==> config.mk <==
export PLATFORM = sky130hd
export DESIGN_NAME = buck_gate_seq
export DESIGN_NICKNAME = d
export VERILOG_FILES = /design/src/rtl/buck_seq_pkg.sv /design/src/rtl/bgs_sync2.sv /design/src/rtl/bgs_cal_timer.sv /design/src/rtl/bgs_holdoff.sv /design/src/rtl/bgs_phase_fsm.sv /design/src/rtl/buck_gate_seq.sv
export SDC_FILE = /design/constraint.sdc
export NUM_CORES = 1
export LEC_CHECK = 0
export BUFFER_PORTS_ARGS = -buffer_cell sky130_fd_sc_hd__buf_2
export CAP_MARGIN = 20
export CORE_UTILIZATION = 60
export DETAILED_ROUTE_END_ITERATION = 10
export GPL_TIMING_DRIVEN = 0
export HOLD_SLACK_MARGIN = 0.1
export PLACE_DENSITY = 0.79
export SLEW_MARGIN = 30
export SYNTH_ARGS = -nofsm -noshare
export SYNTH_HDL_FRONTEND = slang
export SYNTH_SLANG_ARGS = --single-unit
==> constraint.sdc <==
create_clock -name clk -period 6 [get_ports clk]
set_input_delay 0 -clock clk [delete_from_list [all_inputs] [get_ports clk]]
set_output_delay 0 -clock clk [all_outputs]
set_load 0.1 [all_outputs]
==> src/rtl/buck_seq_pkg.sv <==
package buck_seq_pkg;

    typedef enum logic [3:0] {
        S_IDLE,
        S_LS_OFF_WAIT,
        S_HS_DELAY,
        S_HS_ON,
        S_HS_OFF_WAIT,
        S_LS_DELAY,
        S_LS_ON,
        S_LS_BLANK,
        S_LS_MON,
        S_LS_PARK,
        S_TRI
    } seq_state_e;

endpackage

==> src/rtl/bgs_sync2.sv <==
module bgs_sync2 #(
    parameter int   WIDTH   = 2,
    parameter logic RST_VAL = 1'b1
) (
    input  logic             clk,
    input  logic             rst_n,
    input  logic [WIDTH-1:0] async_in,
    output logic [WIDTH-1:0] sync_out
);

    for (genvar i = 0; i < WIDTH; i++) begin : g_bit
        logic meta_q;
        logic stab_q;

        always_ff @(posedge clk) begin
            if (!rst_n) begin
                meta_q <= RST_VAL;
                stab_q <= RST_VAL;
            end else begin
                meta_q <= async_in[i];
                stab_q <= meta_q;
            end
        end

        assign sync_out[i] = stab_q;
    end

endmodule

==> src/rtl/bgs_cal_timer.sv <==
module bgs_cal_timer #(
    parameter int CAL_CYC = 5500
) (
    input  logic clk,
    input  logic rst_n,
    input  logic disable_n,
    output logic busy
);

    localparam int CNT_W = $clog2(CAL_CYC + 1);

    logic             dis_q;
    logic [CNT_W-1:0] cnt_q;
    logic             rise;

    assign rise = disable_n && !dis_q;

    always_ff @(posedge clk) begin
        if (!rst_n) begin
            dis_q <= 1'b1;
            cnt_q <= '0;
        end else begin
            dis_q <= disable_n;
            if (rise) begin
                cnt_q <= CNT_W'(CAL_CYC);
            end else if (cnt_q != '0) begin
                cnt_q <= cnt_q - 1'b1;
            end
        end
    end

    assign busy = (cnt_q != '0);

    AST_CAL_ARMED: assert property (@(posedge clk) disable iff (!rst_n)
        rise |=> busy);

    AST_CAL_QUIET: assert property (@(posedge clk) disable iff (!rst_n)
        (!busy && !rise) |=> !busy);

endmodule

==> src/rtl/bgs_holdoff.sv <==
module bgs_holdoff #(
    parameter int HOLDOFF_CYC = 25
) (
    input  logic clk,
    input  logic rst_n,
    input  logic pwm_hi,
    input  logic pwm_mid,
    output logic cmd_hi,
    output logic tri_exp
);

    localparam int MID_W = $clog2(HOLDOFF_CYC + 1);

    logic [MID_W-1:0] mid_cnt_q;
    logic             cmd_q;

    always_ff @(posedge clk) begin
        if (!rst_n) begin
            mid_cnt_q <= '0;
            cmd_q     <= 1'b0;
        end else if (pwm_mid) begin
            if (mid_cnt_q != MID_W'(HOLDOFF_CYC)) begin
                mid_cnt_q <= mid_cnt_q + 1'b1;
            end
        end else begin
            mid_cnt_q <= '0;
            cmd_q     <= pwm_hi;
        end
    end

    // The last valid level is kept while the command sits at mid level.
    assign cmd_hi  = pwm_mid ? cmd_q : pwm_hi;
    assign tri_exp = pwm_mid && (mid_cnt_q == MID_W'(HOLDOFF_CYC));

    AST_MID_KEEPS_LEVEL: assert property (@(posedge clk) disable iff (!rst_n)
        (pwm_mid && $past(pwm_mid)) |-> $stable(cmd_hi));

endmodule

==> src/rtl/bgs_phase_fsm.sv <==
module bgs_phase_fsm
    import buck_seq_pkg::*;
#(
    parameter int NOL_CYC   = 4,
    parameter int BLANK_CYC = 25
) (
    input  logic clk,
    input  logic rst_n,
    input  logic cmd_hi,
    input  logic pwm_mid,
    input  logic tri_exp,
    input  logic halt,
    input  logic dcm_mode,
    input  logic zc_seen,
    input  logic conf_hs,
    input  logic conf_ls,
    output logic gate_hi,
    output logic gate_lo
);

    localparam int TMO_CYC = NOL_CYC + 8;
    localparam int TMAX    = (TMO_CYC > BLANK_CYC) ? TMO_CYC : BLANK_CYC;
    localparam int TMR_W   = $clog2(TMAX + 1);
    localparam logic [TMR_W-1:0] NOL_LAST   = TMR_W'(NOL_CYC - 1);
    localparam logic [TMR_W-1:0] TMO_LAST   = TMR_W'(TMO_CYC - 1);
    localparam logic [TMR_W-1:0] BLANK_LAST = TMR_W'(BLANK_CYC - 1);
    localparam logic [TMR_W-1:0] TMR_SAT    = TMR_W'(TMAX);

    seq_state_e       state_q, state_d;
    logic [TMR_W-1:0] tmr_q;

    // State register with the per-state cycle timer.
    always_ff @(posedge clk) begin
        if (!rst_n) begin
            state_q <= S_IDLE;
            tmr_q   <= '0;
        end else begin
            state_q <= state_d;
            if (state_d != state_q) begin
                tmr_q <= '0;
            end else if (tmr_q != TMR_SAT) begin
                tmr_q <= tmr_q + 1'b1;
            end
        end
    end

    // Next-state logic.
    always_comb begin
        state_d = state_q;
        if (halt) begin
            state_d = S_IDLE;
        end else if (tri_exp) begin
            state_d = S_TRI;
        end else begin
            unique case (state_q)
                S_IDLE:        state_d = cmd_hi ? S_LS_OFF_WAIT : S_HS_OFF_WAIT;
                S_LS_OFF_WAIT: begin
                    if (!cmd_hi)                           state_d = S_HS_OFF_WAIT;
                    else if (conf_ls || tmr_q == TMO_LAST) state_d = S_HS_DELAY;
                end
                S_HS_DELAY: begin
                    if (!cmd_hi)                 state_d = S_HS_OFF_WAIT;
                    else if (tmr_q == NOL_LAST)  state_d = S_HS_ON;
                end
                S_HS_ON: begin
                    if (!cmd_hi)                 state_d = S_HS_OFF_WAIT;
                end
                S_HS_OFF_WAIT: begin
                    if (cmd_hi)                            state_d = S_LS_OFF_WAIT;
                    else if (conf_hs || tmr_q == TMO_LAST) state_d = S_LS_DELAY;
                end
                S_LS_DELAY: begin
                    if (cmd_hi)                  state_d = S_LS_OFF_WAIT;
                    else if (tmr_q == NOL_LAST)  state_d = dcm_mode ? S_LS_BLANK : S_LS_ON;
                end
                S_LS_ON: begin
                    if (cmd_hi)                  state_d = S_LS_OFF_WAIT;
                end
                S_LS_BLANK: begin
                    if (cmd_hi)                  state_d = S_LS_OFF_WAIT;
                    else if (tmr_q == BLANK_LAST) state_d = S_LS_MON;
                end
                S_LS_MON: begin
                    if (cmd_hi)                  state_d = S_LS_OFF_WAIT;
                    else if (zc_seen)            state_d = S_LS_PARK;
                end
                S_LS_PARK: begin
                    if (cmd_hi)                  state_d = S_LS_OFF_WAIT;
                end
                S_TRI: begin
                    if (!pwm_mid)                state_d = S_IDLE;
                end
                default:                         state_d = S_IDLE;
            endcase
        end
    end

    // Output decode; any fault removes both enables in the same cycle.
    always_comb begin
        gate_hi = 1'b0;
        gate_lo = 1'b0;
        unique case (state_q)
            S_HS_ON:                     gate_hi = !halt;
            S_LS_ON, S_LS_BLANK, S_LS_MON: gate_lo = !halt;
            default: begin
                gate_hi = 1'b0;
                gate_lo = 1'b0;
            end
        endcase
    end

    AST_NO_OVERLAP: assert property (@(posedge clk) disable iff (!rst_n)
        !(gate_hi && gate_lo));

    AST_HS_AFTER_GAP: assert property (@(posedge clk) disable iff (!rst_n)
        $rose(gate_hi) |-> $past(state_q) == S_HS_DELAY);

    AST_LS_AFTER_GAP: assert property (@(posedge clk) disable iff (!rst_n)
        $rose(gate_lo) |-> $past(state_q) == S_LS_DELAY);

    AST_BLANK_HOLD: assert property (@(posedge clk) disable iff (!rst_n)
        (state_q == S_LS_BLANK && !cmd_hi && !halt && !tri_exp) |=> gate_lo || halt);

    AST_TRI_OFF: assert property (@(posedge clk) disable iff (!rst_n)
        (tri_exp && !halt) |=> (state_q == S_TRI));

    AST_FAULT_IDLE: assert property (@(posedge clk) disable iff (!rst_n)
        halt |=> (state_q == S_IDLE));

endmodule

==> src/rtl/buck_gate_seq.sv <==
module buck_gate_seq #(
    parameter int NOL_CYC     = 4,
    parameter int BLANK_CYC   = 25,
    parameter int HOLDOFF_CYC = 25,
    parameter int CAL_CYC     = 5500
) (
    input  logic clk,
    input  logic rst_n,
    input  logic pwm_hi,
    input  logic pwm_mid,
    input  logic disable_n,
    input  logic dcm_en_n,
    input  logic zc_seen,
    input  logic therm_trip,
    input  logic uv_trip,
    input  logic hs_gate_low,
    input  logic ls_gate_low,
    output logic gate_hi,
    output logic gate_lo,
    output logic cal_busy
);

    logic [1:0] conf_sync;
    logic       cmd_hi;
    logic       tri_exp;
    logic       halt;

    assign halt = !disable_n || therm_trip || uv_trip;

    bgs_sync2 #(.WIDTH(2), .RST_VAL(1'b1)) u_conf_sync (
        .clk      (clk),
        .rst_n    (rst_n),
        .async_in ({hs_gate_low, ls_gate_low}),
        .sync_out (conf_sync)
    );

    bgs_holdoff #(.HOLDOFF_CYC(HOLDOFF_CYC)) u_holdoff (
        .clk     (clk),
        .rst_n   (rst_n),
        .pwm_hi  (pwm_hi),
        .pwm_mid (pwm_mid),
        .cmd_hi  (cmd_hi),
        .tri_exp (tri_exp)
    );

    bgs_phase_fsm #(.NOL_CYC(NOL_CYC), .BLANK_CYC(BLANK_CYC)) u_fsm (
        .clk      (clk),
        .rst_n    (rst_n),
        .cmd_hi   (cmd_hi),
        .pwm_mid  (pwm_mid),
        .tri_exp  (tri_exp),
        .halt     (halt),
        .dcm_mode (!dcm_en_n),
        .zc_seen  (zc_seen),
        .conf_hs  (conf_sync[1]),
        .conf_ls  (conf_sync[0]),
        .gate_hi  (gate_hi),
        .gate_lo  (gate_lo)
    );

    bgs_cal_timer #(.CAL_CYC(CAL_CYC)) u_cal (
        .clk       (clk),
        .rst_n     (rst_n),
        .disable_n (disable_n),
        .busy      (cal_busy)
    );

    AST_FAULT_GATES_OFF: assert property (@(posedge clk) disable iff (!rst_n)
        (therm_trip || !disable_n) |-> !gate_hi && !gate_lo);

endmodule

# Yosys cells after proc, flatten, opt, wreduce, memory -nomap -nowiden
# Cells that the tools add are included.
# totals
reg_bits	33
out_inout_bits	3
inputBits	11
elab_cells	74
# op_classes
bitwise	1
eq_ne	17
n_addsub	3
n_reduce_logical	17
mux	25
# ops
operator	n
4-bit 2-to-1 mux	17
4-bit case mux with 10 select lines	1
13-bit 2-to-1 mux	2
4-bit by 3-bit == test with 1-bit output, second input constant	4
13-bit nonzero test	1
13-bit by 1-bit subtractor with 13-bit output, second input constant	1
4-bit == test, second input constant	3
5-bit by 1-bit adder with 5-bit output, second input constant	2
5-bit == test, second input constant	2
5-bit != test, second input constant	2
4-bit by 2-bit == test with 1-bit output, second input constant	2
2-bit OR reduction	3
5-bit by 2-bit == test with 1-bit output, second input constant	1
5-bit by 4-bit == test with 1-bit output, second input constant	1
4-bit by 1-bit == test with 1-bit output, second input constant	1
4-bit zero test	1
1-bit logical OR	4
1-bit 2-to-1 mux	4
4-bit != test	1
1-bit zero test	3
3-bit 2-to-1 mux	1
3-bit OR reduction	1
1-bit logical AND	2
2-bit AND reduction	1
other kinds (2)	2

# Logic depth before layout (Yosys ltp)
# logic_depth
word_depth	9
ltp_mapped	8

# Cells and area by module
# From an unflattened synthesis, not the netlist that was laid out.
# unflattened
hier_cells	250
area_unflattened_um2	2164.6
# modules_own_cells
mod	seq_area_each_um2	cells_per_inst	instances	area_per_inst_um2
bgs_phase_fsm	180.2	128	1	972.2
bgs_cal_timer	280.3	78	1	744.5
bgs_holdoff	120.1	32	1	315.3
bgs_sync2	80.1	10	1	120.1
buck_gate_seq	0.0	2	1	12.5

# Least setup slack after synthesis
# No wires, ideal clock.
# synth_timing
path_type	register to output
startpoint	register u_fsm.state_q[2]
endpoint	output gate_hi
path_buffers	2
slack_ns	2.403
arrival_ns	3.597
path_stages_with_launch	5
t_required_ns	6.000
cell_sequence	dfxtp_1 -> clkbuf_1 -> clkbuf_1 -> nand2b_1 -> nor4_1
# synth_between
elab_chain_cells	2
# synth_rtl
element	line_no	source
start, declared	bgs_phase_fsm.sv:29	seq_state_e state_q, state_d;
start signal, assigned	bgs_phase_fsm.sv:38	state_q <= state_d;
4-bit by 2-bit == test with 1-bit output	bgs_phase_fsm.sv:102	unique case (state_q)
1-bit 2-to-1 mux	bgs_phase_fsm.sv:102	
end, declared	buck_gate_seq.sv:18	output logic gate_hi,
# No other way between the ends.

# Worst setup path after layout
# layout_timing
startpoint	register u_cal.cnt_q[4]
endpoint	output cal_busy
# layout_between
elab_chain_cells	1
# layout_rtl
element	line_no	source
start, declared	bgs_cal_timer.sv:13	logic [CNT_W-1:0] cnt_q;
start signal, assigned	bgs_cal_timer.sv:25	cnt_q <= CNT_W'(CAL_CYC);
start signal, assigned	bgs_cal_timer.sv:27	cnt_q <= cnt_q - 1'b1;
13-bit nonzero test	bgs_cal_timer.sv:32	assign busy = (cnt_q != '0);
end, declared	buck_gate_seq.sv:20	output logic cal_busy
# No other way between the ends.

==> results.cfg <==
[sta]
tightest_slew_ns = 0.799
fin_skew_ns = 0.00912
slew_headroom = 0.462
fin_crit_ns = 2.43
timing.fmax_mhz = 412
worst_slack_ns = 3.57
hold_viol = 0
rsz0062_at_grt = no
finalSetupViolations = 0
finalSetupTns_ns = 0
hold_ws_ns = 0.167
fin_crit_sh = 0.404
slew_viol_final = 0

[placement]
dpl.hpwl_um = 2990
dp_slack_ns = 3.64
io_buffers = 12
postPlaceCellArea_mm2 = 0.00212
gp_congestion = 0.914

[floorplanning]
ios = 14
start_util = 0.645
coreArea_mm2 = 0.00310
core.rowCount = 20
die_w_um = 59.8
die_height_um = 59.8
dieArea_mm2 = 0.00357

[grt]
antenna_found_initial = 0
grt_max_degree = 11
grt_pass1_wl_um = 7160
grt_pass1_vias = 1592
track_usage = 0.269
grt_overflow_total = 0

[finish]
drive_above_1_share = 0.130
fin_area_mm2 = 0.00228
layout.nets = 285
area_growth_pct = 13.7
num_antenna_cells = 0

[synthesis]
synth_cell_types = 54
synthArstFlopShare = 0
synth_ff_type = dfxtp_1
synth-edff-count = 0
avgSynthCellArea_um2 = 8.34
yosys_warnings = 0
synth-seq-area-share = 0.330
syn_inst = 240
yosys_register_bits = 33
syn_nets = 257
syn-cell-area_mm2 = 0.00200

[drt]
dr.first_iter.drc_count = 178
first_pass_iters = 5
drc = 0
routed_wl_um = 4250
avgRoutedWirePerCell_um = 13.6
dr_total_vias = 1839
ant_nets = 0
viasPerCell = 5.88

[clocking]
clkSinkCount = 33
ctsResizeCount = 0
clockBufferDepth = 2
post_cts_buffers = 0
cts_root_buf = clkbuf_4
cts_buffers = 5
cts_tree = done
insertion_delay_ns = 0.34
clkTransAtPathRegs_ns = 0.10
htree_levels = 2

[power_and_ir_drop]
p_per_area_mw_per_mm2 = 318
ir_worst_vdd_mv = 0.322
leakage_nw = 0.835

[run_status]
status = completed

[setup_path]
cp_max_fo = 5
regToRegStartpoint = u_holdoff.mid_cnt_q[1]
worst_setup_path_start_kind = register
crit_type = register to primary output
regToRegSetupSlack_ns = 3.61
worstPathArrival_ns = 2.43
startpoint = u_cal.cnt_q[4]
endpoint = cal_busy
r2r_end = u_fsm.tmr_q[0]
cp-end-kind = primary output
cp_data_required_time_ns = 6.00
reg2regPathDepth = 8

[job]
cap_violations = 0

[hold_path]
worstHoldPathType = input pin to register
==> Yosys cell counts (all sizes together), types with 3 or more instances <==
cell type,instances,share of area
a2111oi,3,0.014
nand2,18,0.034
nand2b,10,0.031
o31ai,4,0.015
a21oi,11,0.029
nor2b,4,0.012
inv,8,0.015
xor2,5,0.022
nand4b,3,0.013
clkbuf,8,0.015
nor3,6,0.015
nand3,8,0.020
nor4,12,0.037
dfxtp,33,0.33
o21ai,7,0.017
or4,4,0.015
buf,7,0.017
nor3b,3,0.011
mux2i,3,0.015
xnor2,11,0.048
a21boi,8,0.030
ha,6,0.037
nor2,22,0.041
==> state kept, by name, summed over array words and instances, names as in the netlist <==
signal,count
u_cal.dis_q,1
u_conf_sync.g_bit.meta_q,2
u_fsm.tmr_q,5
u_fsm.state_q,4
u_holdoff.cmd_q,1
u_holdoff.mid_cnt_q,5
u_cal.cnt_q,13
u_conf_sync.g_bit.stab_q,2
==> final cells by class <==
class	count	area (µm²)
Tap cell	44	55.1
Buffer	15	65.1
Fill cell	267	826
Clock buffer	7	65.1
Inverter	8	30.0
Timing Repair Buffer	21	150
Multi-Input combinational cell	184	1250
Clock inverter	1	5.00
Sequential cell	33	661
==> worst max-delay path: stages (launching register included) <==
cell     delay, ns
dfxtp_1       0.37
nor4_1        0.71
nand2_1       0.18
or4_1         0.51
buf_2         0.31
==> logic make-up after synthesis <==
| logic type | count (synthesis) | synth area share |
|---|---|---|
| AND/OR/NAND/NOR | 106 | 0.299 |
| AO/OA/AOI/OAI | 51 | 0.188 |
| flip-flops | 33 | 0.330 |
| buffers and inverters | 23 | 0.0475 |
| XOR/XNOR | 16 | 0.0700 |
| adder cells (fa/ha/maj) | 6 | 0.0375 |
| multiplexers | 5 | 0.0281 |
==> cell usage in the layout (no fill, tap or decap), types with 3 or more instances in the layout <==
cell type,instances
dfxtp_1,33
nor2_1,22
buf_2,19
nand2_1,18
nor4_1,12
xnor2_1,11
nand2b_1,10
a21oi_1,10
dlygate4sd3_1,9
inv_1,8
clkbuf_1,8
a21boi_0,8
nand3_1,8
o21ai_0,7
nor3_1,6
ha_1,6
xor2_1,5
clkbuf_4,5
or4_1,4
nor2b_1,4
o31ai_1,4
nor3b_1,3
mux2i_1,3
nand4b_1,3
==> power by group <==
part           internal, mW  leakage, nW  total [mW]  switching (mW)
Sequential            0.262        0.271       0.305          0.0427
Clock                0.0679       0.0413       0.144          0.0757
Combinational         0.122        0.523       0.275           0.153
Total                 0.452        0.835       0.724           0.272
==> worst min path at each step <==
stage | depth (start not counted) | end | start | slack, ns
finish | 4 | u_fsm.state_q[1] | pwm_mid | 0.17
global route | 4 | u_fsm.state_q[1] | pwm_mid | 0.18
CTS | 4 | u_fsm.state_q[1] | pwm_mid | 0.15
detailed placement | 2 | u_conf_sync.g_bit[1].meta_q | hs_gate_low | 0.19
global placement | 2 | u_conf_sync.g_bit[0].meta_q | ls_gate_low | 0.18
floorplan | 1 | u_cal.dis_q | disable_n | 0.10
==> per-layer routing <==
layer  track usage  wire length, µm
met2         0.397             1900
met1         0.366             1990
met5             0                0
met4         0.130               72
met3        0.0671              299
==> what timing repair did <==
| item | in CTS | in global routing |
|---|---|---|
| setup endpoints to repair | 0 | 0 |
| hold buffers | 9 | 0 |
| hold endpoints to repair | 9 | 0 |
==> stage by stage <==
step                      std cells  utilization  total power, mW
after floorplan                 240            -            0.526
after global placement          296        0.682            0.570
after detailed placement        296        0.682            0.575
after CTS                       313        0.734            0.725
after global routing            313        0.734            0.775
final                           313        0.734            0.724
(Power assumes the default switching activity.)
